$ cat src/rtl/brf_pkg.sv
package brf_pkg;

    // Operating mode codes
    localparam logic [4:0] MODE_USR = 5'b10000;
    localparam logic [4:0] MODE_FIQ = 5'b10001;
    localparam logic [4:0] MODE_IRQ = 5'b10010;
    localparam logic [4:0] MODE_SVC = 5'b10011;
    localparam logic [4:0] MODE_ABT = 5'b10111;
    localparam logic [4:0] MODE_UND = 5'b11011;
    localparam logic [4:0] MODE_SYS = 5'b11111;

    // Register grouping
    localparam int HI_FIRST  = 8;    // first register with a fast-interrupt copy
    localparam int SP_IDX    = 13;   // first per-mode register
    localparam int LR_IDX    = 14;   // last per-mode register
    localparam int PC_IDX    = 15;   // program counter view, not stored
    localparam int NUM_BANKS = 6;
    localparam int NUM_HI    = SP_IDX - HI_FIRST;
    localparam int FIQ_BASE  = SP_IDX;
    localparam int PAIR_BASE = FIQ_BASE + NUM_HI;
    localparam int PAIR_SIZE = LR_IDX - SP_IDX + 1;
    localparam int NUM_PHYS  = PAIR_BASE + PAIR_SIZE * NUM_BANKS;
    localparam int PHYS_AW   = $clog2(NUM_PHYS);
    localparam int PC_AHEAD  = 8;

    typedef enum logic [2:0] {
        BANK_USR = 3'd0,
        BANK_FIQ = 3'd1,
        BANK_IRQ = 3'd2,
        BANK_SVC = 3'd3,
        BANK_ABT = 3'd4,
        BANK_UND = 3'd5
    } bank_e;

    typedef struct packed {
        bank_e bank;
        logic  has_saved;
    } mode_info_t;

    function automatic mode_info_t decode_mode(logic [4:0] m);
        mode_info_t r;
        r.has_saved = 1'b1;
        case (m)
            MODE_FIQ: r.bank = BANK_FIQ;
            MODE_IRQ: r.bank = BANK_IRQ;
            MODE_SVC: r.bank = BANK_SVC;
            MODE_ABT: r.bank = BANK_ABT;
            MODE_UND: r.bank = BANK_UND;
            default: begin
                r.bank      = BANK_USR;
                r.has_saved = 1'b0;
            end
        endcase
        return r;
    endfunction

    function automatic logic [PHYS_AW-1:0] phys_index(bank_e b, logic [3:0] idx);
        int n;
        int i;
        i = int'(idx);
        if (i < HI_FIRST)
            n = i;
        else if (i < SP_IDX)
            n = (b == BANK_FIQ) ? FIQ_BASE + (i - HI_FIRST) : i;
        else if (i <= LR_IDX)
            n = PAIR_BASE + PAIR_SIZE * int'(b) + (i - SP_IDX);
        else
            n = 0;
        return PHYS_AW'(n);
    endfunction

endpackage

$ cat src/rtl/brf_mode_decode.sv
module brf_mode_decode
    import brf_pkg::*;
(
    input  logic [4:0] mode_i,
    output mode_info_t info_o
);
    always_comb info_o = decode_mode(mode_i);
endmodule

$ cat src/rtl/brf_gpr_store.sv
module brf_gpr_store
    import brf_pkg::*;
#(
    parameter int DATA_W = 32,
    parameter int NUM_RD = 2
) (
    input  logic              clk,
    input  logic              rst,
    input  bank_e             bank_i,
    input  logic [DATA_W-1:0] pc_view_i,
    input  logic [3:0]        rd_idx_i  [NUM_RD],
    output logic [DATA_W-1:0] rd_data_o [NUM_RD],
    input  logic              wr_en_i,
    input  logic [3:0]        wr_idx_i,
    input  logic [DATA_W-1:0] wr_data_i
);
    logic [DATA_W-1:0] regs_q [NUM_PHYS];
    logic              wr_hit;
    logic [PHYS_AW-1:0] wr_slot;

    assign wr_hit  = wr_en_i && (int'(wr_idx_i) != PC_IDX);
    assign wr_slot = phys_index(bank_i, wr_idx_i);

    always_ff @(posedge clk) begin
        if (rst) begin
            for (int k = 0; k < NUM_PHYS; k++) regs_q[k] <= '0;
        end else if (wr_hit) begin
            regs_q[wr_slot] <= wr_data_i;
        end
    end

    for (genvar p = 0; p < NUM_RD; p++) begin : g_rd
        logic [PHYS_AW-1:0] slot;
        assign slot = phys_index(bank_i, rd_idx_i[p]);
        assign rd_data_o[p] = (int'(rd_idx_i[p]) == PC_IDX) ? pc_view_i : regs_q[slot];
    end
endmodule

$ cat src/rtl/brf_saved_status.sv
module brf_saved_status
    import brf_pkg::*;
#(
    parameter int DATA_W = 32
) (
    input  logic              clk,
    input  logic              rst,
    input  mode_info_t        info_i,
    input  logic              wr_en_i,
    input  logic [DATA_W-1:0] wr_data_i,
    output logic [DATA_W-1:0] rd_data_o
);
    logic [DATA_W-1:0] slot_view [NUM_BANKS];

    for (genvar g = 0; g < NUM_BANKS; g++) begin : g_slot
        if (g == int'(BANK_USR)) begin : g_none
            assign slot_view[g] = '0;
        end else begin : g_keep
            logic [DATA_W-1:0] val_q;
            always_ff @(posedge clk) begin
                if (rst)
                    val_q <= '0;
                else if (wr_en_i && info_i.has_saved && (int'(info_i.bank) == g))
                    val_q <= wr_data_i;
            end
            assign slot_view[g] = val_q;
        end
    end

    assign rd_data_o = info_i.has_saved ? slot_view[info_i.bank] : '0;
endmodule

$ cat src/rtl/banked_regfile.sv
module banked_regfile
    import brf_pkg::*;
#(
    parameter int DATA_W = 32
) (
    input  logic              clk,
    input  logic              rst,
    input  logic [4:0]        mode_i,
    input  logic [DATA_W-1:0] pc_i,
    input  logic [3:0]        rd_a_idx,
    output logic [DATA_W-1:0] rd_a_data,
    input  logic [3:0]        rd_b_idx,
    output logic [DATA_W-1:0] rd_b_data,
    input  logic              wr_en,
    input  logic [3:0]        wr_idx,
    input  logic [DATA_W-1:0] wr_data,
    input  logic              sps_rd_en,
    output logic [DATA_W-1:0] sps_rd_data,
    input  logic              sps_wr_en,
    input  logic [DATA_W-1:0] sps_wr_data,
    output logic              sps_err
);
    localparam int NUM_RD = 2;
    localparam logic [DATA_W-1:0] WORD_MASK = ~DATA_W'(3);

    mode_info_t        info;
    logic [DATA_W-1:0] pc_view;
    logic [3:0]        rd_idx  [NUM_RD];
    logic [DATA_W-1:0] rd_data [NUM_RD];

    brf_mode_decode u_decode (
        .mode_i (mode_i),
        .info_o (info)
    );

    assign pc_view   = (pc_i & WORD_MASK) + DATA_W'(PC_AHEAD);
    assign rd_idx[0] = rd_a_idx;
    assign rd_idx[1] = rd_b_idx;

    brf_gpr_store #(.DATA_W(DATA_W), .NUM_RD(NUM_RD)) u_gpr (
        .clk       (clk),
        .rst       (rst),
        .bank_i    (info.bank),
        .pc_view_i (pc_view),
        .rd_idx_i  (rd_idx),
        .rd_data_o (rd_data),
        .wr_en_i   (wr_en),
        .wr_idx_i  (wr_idx),
        .wr_data_i (wr_data)
    );

    assign rd_a_data = rd_data[0];
    assign rd_b_data = rd_data[1];

    brf_saved_status #(.DATA_W(DATA_W)) u_saved (
        .clk       (clk),
        .rst       (rst),
        .info_i    (info),
        .wr_en_i   (sps_wr_en),
        .wr_data_i (sps_wr_data),
        .rd_data_o (sps_rd_data)
    );

    assign sps_err = !info.has_saved && (sps_rd_en || sps_wr_en);
endmodule

$ cat config.mk
export PLATFORM = sky130hd
export DESIGN_NAME = banked_regfile
export DESIGN_NICKNAME = d
export VERILOG_FILES = /design/src/rtl/brf_pkg.sv /design/src/rtl/brf_mode_decode.sv /design/src/rtl/brf_gpr_store.sv /design/src/rtl/brf_saved_status.sv /design/src/rtl/banked_regfile.sv
export SDC_FILE = /design/constraint.sdc
export NUM_CORES = 2
export LEC_CHECK = 0
export BUFFER_PORTS_ARGS = -buffer_cell sky130_fd_sc_hd__buf_2
export CELL_PAD_IN_SITES_DETAIL_PLACEMENT = 1
export CELL_PAD_IN_SITES_GLOBAL_PLACEMENT = 1
export CORE_MARGIN = 4
export CORE_UTILIZATION = 40
export CTS_BUF_LIST = sky130_fd_sc_hd__clkbuf_4
export CTS_CLUSTER_DIAMETER = 100
export DETAILED_ROUTE_END_ITERATION = 7
export GPL_TIMING_DRIVEN = 1
export PLACE_DENSITY = 0.71
export SLEW_MARGIN = 15
export SYNTH_ARGS = -nofsm -noshare
export SYNTH_HDL_FRONTEND = slang
export SYNTH_SLANG_ARGS = --single-unit
$ cat constraint.sdc
create_clock -name clk -period 6.2 [get_ports clk]
set_clock_uncertainty 0.2 [all_clocks]
set_input_delay 0.62 -clock clk [delete_from_list [all_inputs] [get_ports clk]]
set_output_delay 0.62 -clock clk [all_outputs]
set_load 0.005 [all_outputs]
==> metrics.md <==
| Metric | Value |
|---|---|
| Fill cells | `about 18000` |
| Largest family of logic cells by synthesized area | `simple AND/OR/NAND/NOR gates` |
| Slowest cell on crit path | `nor4_1` |
| Area growth syn-to-layout | `15.0%` |
| Final Hold Viols | `0` |
| Highest net fanout along the worst path | `20` |
| Post-synthesis cell type count | `81` |
| Hold Crit Class | `input pin to flip-flop` |
| Initial Util | `between 40% and 50%` |
| Minimum clock period | `between 5 and 6 ns` |
| CTS Buf Count | `about 350` |
| CP delay by family, top | `simple AND/OR/NAND/NOR gates` |
| Worst path bufs/invs | `4` |
| Routability congestion estimate from global placement | `~0.91` |
| Flops & latches, synth | `approximately 1200` |
| Slowest stage delay, CP | `between 0.4 and 0.5 ns` |
| Vias in the first global route | `59500` |
| DR DRC count | `0` |
| Final #Nets | `between 6000 and 7000` |
| Fin crit share | `between 90% and 100%` |
| H-tree levels | `5` |
| Via count | `slightly below 60000` |
| Final setup violation count | `0` |
| HPWL after DPL | `roughly 180 mm` |
| Final instance area | `~76000 um^2` |
| RSZ-0062 raised after global routing | `false` |
| Post-synth ARST share | `0%` |
| Required time worst endpoint | `5.38 ns` |
| First-pass DRT Iterations | `6` |
| Worst hold slack | `0.110 ns` |
| Crit Path Category | `input pin to output pin` |
| Worst slew pin tran | `about 1.2 ns` |
| Antenna violations before repair | `between 40 and 50` |
| Cell area after placement | `between 70000 and 80000 um^2` |
| Post-Synthesis Cells | `6533` |
| Mean Syn Cell Area | `approximately 10 um^2` |
| Max-cap viol count | `0` |
| Root Buffer | `clkbuf_4` |
| Clk Latency, worst-skew pair | `about 1.4 ns` |
| Compound-Gate Fraction of Synth Area | `11.7%` |
| WL/cell | `between 30 and 40 um` |
| Pwr Density | `272 nW/um^2` |
| GRT Total Usage | `around a third` |
| Lkg Pwr | `between 20 and 30 nW` |
| CP Data Arrival Time | `5.17 ns` |
| Vias/cell | `between 6 and 7` |
| Syn_nets | `6687` |
| YS warnings | `0` |
| Crit. End Element | `output pin` |
| RR Startpoint | `u_saved.g_slot[1].g_keep.val_q[25]` |
| Worst VDD drop | `approximately 250 uV` |
| Top FF cell, synth | `edfxtp_1` |
| First-pass GRT wire length | `424 mm` |
| Top post-synthesis cells by area | `edfxtp_1, and2_1, nand2_1` |
| Element type at the critical path start | `input pin` |
| Drt total wl | `around 300 mm` |
| Die footprint | `~170000 um^2` |
| Core Region | `between 150000 and 200000 um^2` |
| Area leader, netlist | `edfxtp_1` |
| CP dominant cell by count | `ha_1` |
| Number of clock sinks | `about 1200` |
| Number of flops mapped to enable cells by yosys | `1024` |
| Layout cells sized above 1 | `about a fifth` |
| DRT antenna net count | `0` |
| Max clock buf depth | `4` |
| Footprint of the multi-input gates | `about 29000 um^2` |
| Clock-pin slew on the worst setup and hold paths | `roughly 0.06 ns` |
| Rel. slew slack | `roughly 16%` |
| I/O pins | `between 200 and 250` |
| Run status | `completed` |
| Die X | `413 um` |
| Gr ovfl total | `0` |
| CTS tree | `yes` |
| Adder-cell share of the synthesized area | `0.719%` |
| Fmax | `approximately 170 MHz` |
| Largest net degree at the start of global routing | `113` |
| Cell Chain, Critical Path | `buf_2 > nand2b_1 > and3_2 > ha_1 > ha_1 > inv_1 > ha_1 > ha_1 > xnor2_1 > o21ai_0 > a21o_1 > o311a_4 > buf_4 > nor2_1 > nand3_1 > o2111ai_1 > o211a_1 > nor4_1 > buf_2` |
| Hold_sp | `wr_data[13]` |
| Post-Synth XOR/XNOR Area | `less than 1%` |
| DIE HEIGHT | `between 400 and 500 um` |
| Fin Setup TNS | `0 ns` |
| Max-slew violations | `0` |
| DRC marker count from the first detailed-route iteration | `around 8500` |
| Post-Synth Simple-Gate Area | `a little under a quarter` |
| Sequential fraction of the synthesis area | `between 50% and 60%` |
| Mux contribution to synthesized area | `slightly above 8%` |
| Register area | `between 30000 and 40000 um^2` |
| Post-synth top area share | `~47%` |
| Port bufs | `roughly 210` |
| Mapped Area | `about 66000 um^2` |
| Setup crit start | `mode_i[1]` |
| PnR Total Power | `20.5 mW` |
| Row count | `approximately 150` |
[where the power goes]
part	internal, mW	total [mW]	switching, mW
clock	3.72	7.31	3.59
sequential	9.02	9.24	0.216
combinational	1.31	3.98	2.66
total	14.1	20.5	6.47
[routing by layer]
layer	part of all wire, %	vias up	routed length, um	GRT usage [%]
met5	0.0096	-	29	0
met4	6.6	4	19900	21.2
met3	12	1106	37500	9.66
met2	44	4392	134000	52.2
met1	37	29800	111000	43.4
li1	-	24400	-	-
[metrics by stage]
step | setup WS, ns | instances | utilization (%)
4_1_cts | 0.275 | 9220 | 46.3
3_5_place_dp | 0.300 | 8545 | 43.1
2_1_floorplan | 0.665 | 6533 | -
3_3_place_gp | 0.361 | 8545 | 43.1
6_report | 0.208 | 9273 | 46.4
5_1_grt | 0.0364 | 9239 | 46.3
[path summary, 6_finish.rpt]
path / endpoint / slack [ns] / depth (start not counted)
max: rd_a_data[30] / 0.21 / 19
min: u_gpr.regs_q[31][13] / 0.11 / 2
max reg2reg: u_saved.g_slot[1].g_keep.val_q[25] / 4.83 / 3
min reg2reg: u_saved.g_slot[1].g_keep.val_q[26] / 0.25 / 2
[what timing repair did]
action	CTS	global route
endpoints found under the hold margin	1622	0
buffers inserted	0	0
hold buffers	116	0
endpoints found under the setup margin	0	1
gates resized for setup	0	1
[state kept, by name, summed over array words and instances, names as in the netlist]
signal,count
u_gpr.regs_q,1024
u_saved.g_slot.g_keep.val_q,160
[placed cells by master (no fill, tap or decap), drive strengths merged, types with 55 or more instances in the layout]
| cell | instances |
|---|---|
| clkbuf | 499 |
| nand3 | 343 |
| dfxtp | 160 |
| dlygate4sd3 | 116 |
| a31oi | 80 |
| a211oi | 139 |
| a311oi | 171 |
| nand2 | 1389 |
| and2 | 982 |
| o22ai | 72 |
| mux2i | 274 |
| a21oi | 226 |
| a221oi | 83 |
| edfxtp | 1024 |
| o21ai | 65 |
| clkinv | 55 |
| nor2 | 89 |
| and3 | 142 |
| buf | 468 |
| mux2 | 224 |
[cells by family after synthesis]
family	Yosys count
fa+ha+maj	36
buf+inv	656
mux	504
flops	1184
xor+xnor	35
simple gates	3058
compound gates	1060
[synth_stat cells, types with 80 or more instances]
cell and instances:
nand2_1 1388, edfxtp_1 1024, and2_1 982, clkbuf_1 443
nand3_1 343, mux2i_1 273, a21oi_1 225, mux2_2 223
a311oi_1 171, dfxtp_1 160, and3_1 142, a211oi_1 139
buf_2 102, nor2_1 86, a221oi_1 83, a31oi_1 80
[final cells by class]
| type | instances | share of cell area (%) |
|---|---|---|
| multi-input combinational | 4693 | 39.0 |
| timing repair buffer | 584 | 6.87 |
| inverter | 25 | 0.124 |
| sequential | 1184 | 44.9 |
| tap | 2175 | 3.60 |
| clock buffer | 499 | 4.96 |
| clock inverter | 60 | 0.377 |
| antenna | 53 | 0.176 |
(Power assumes the default switching activity.)
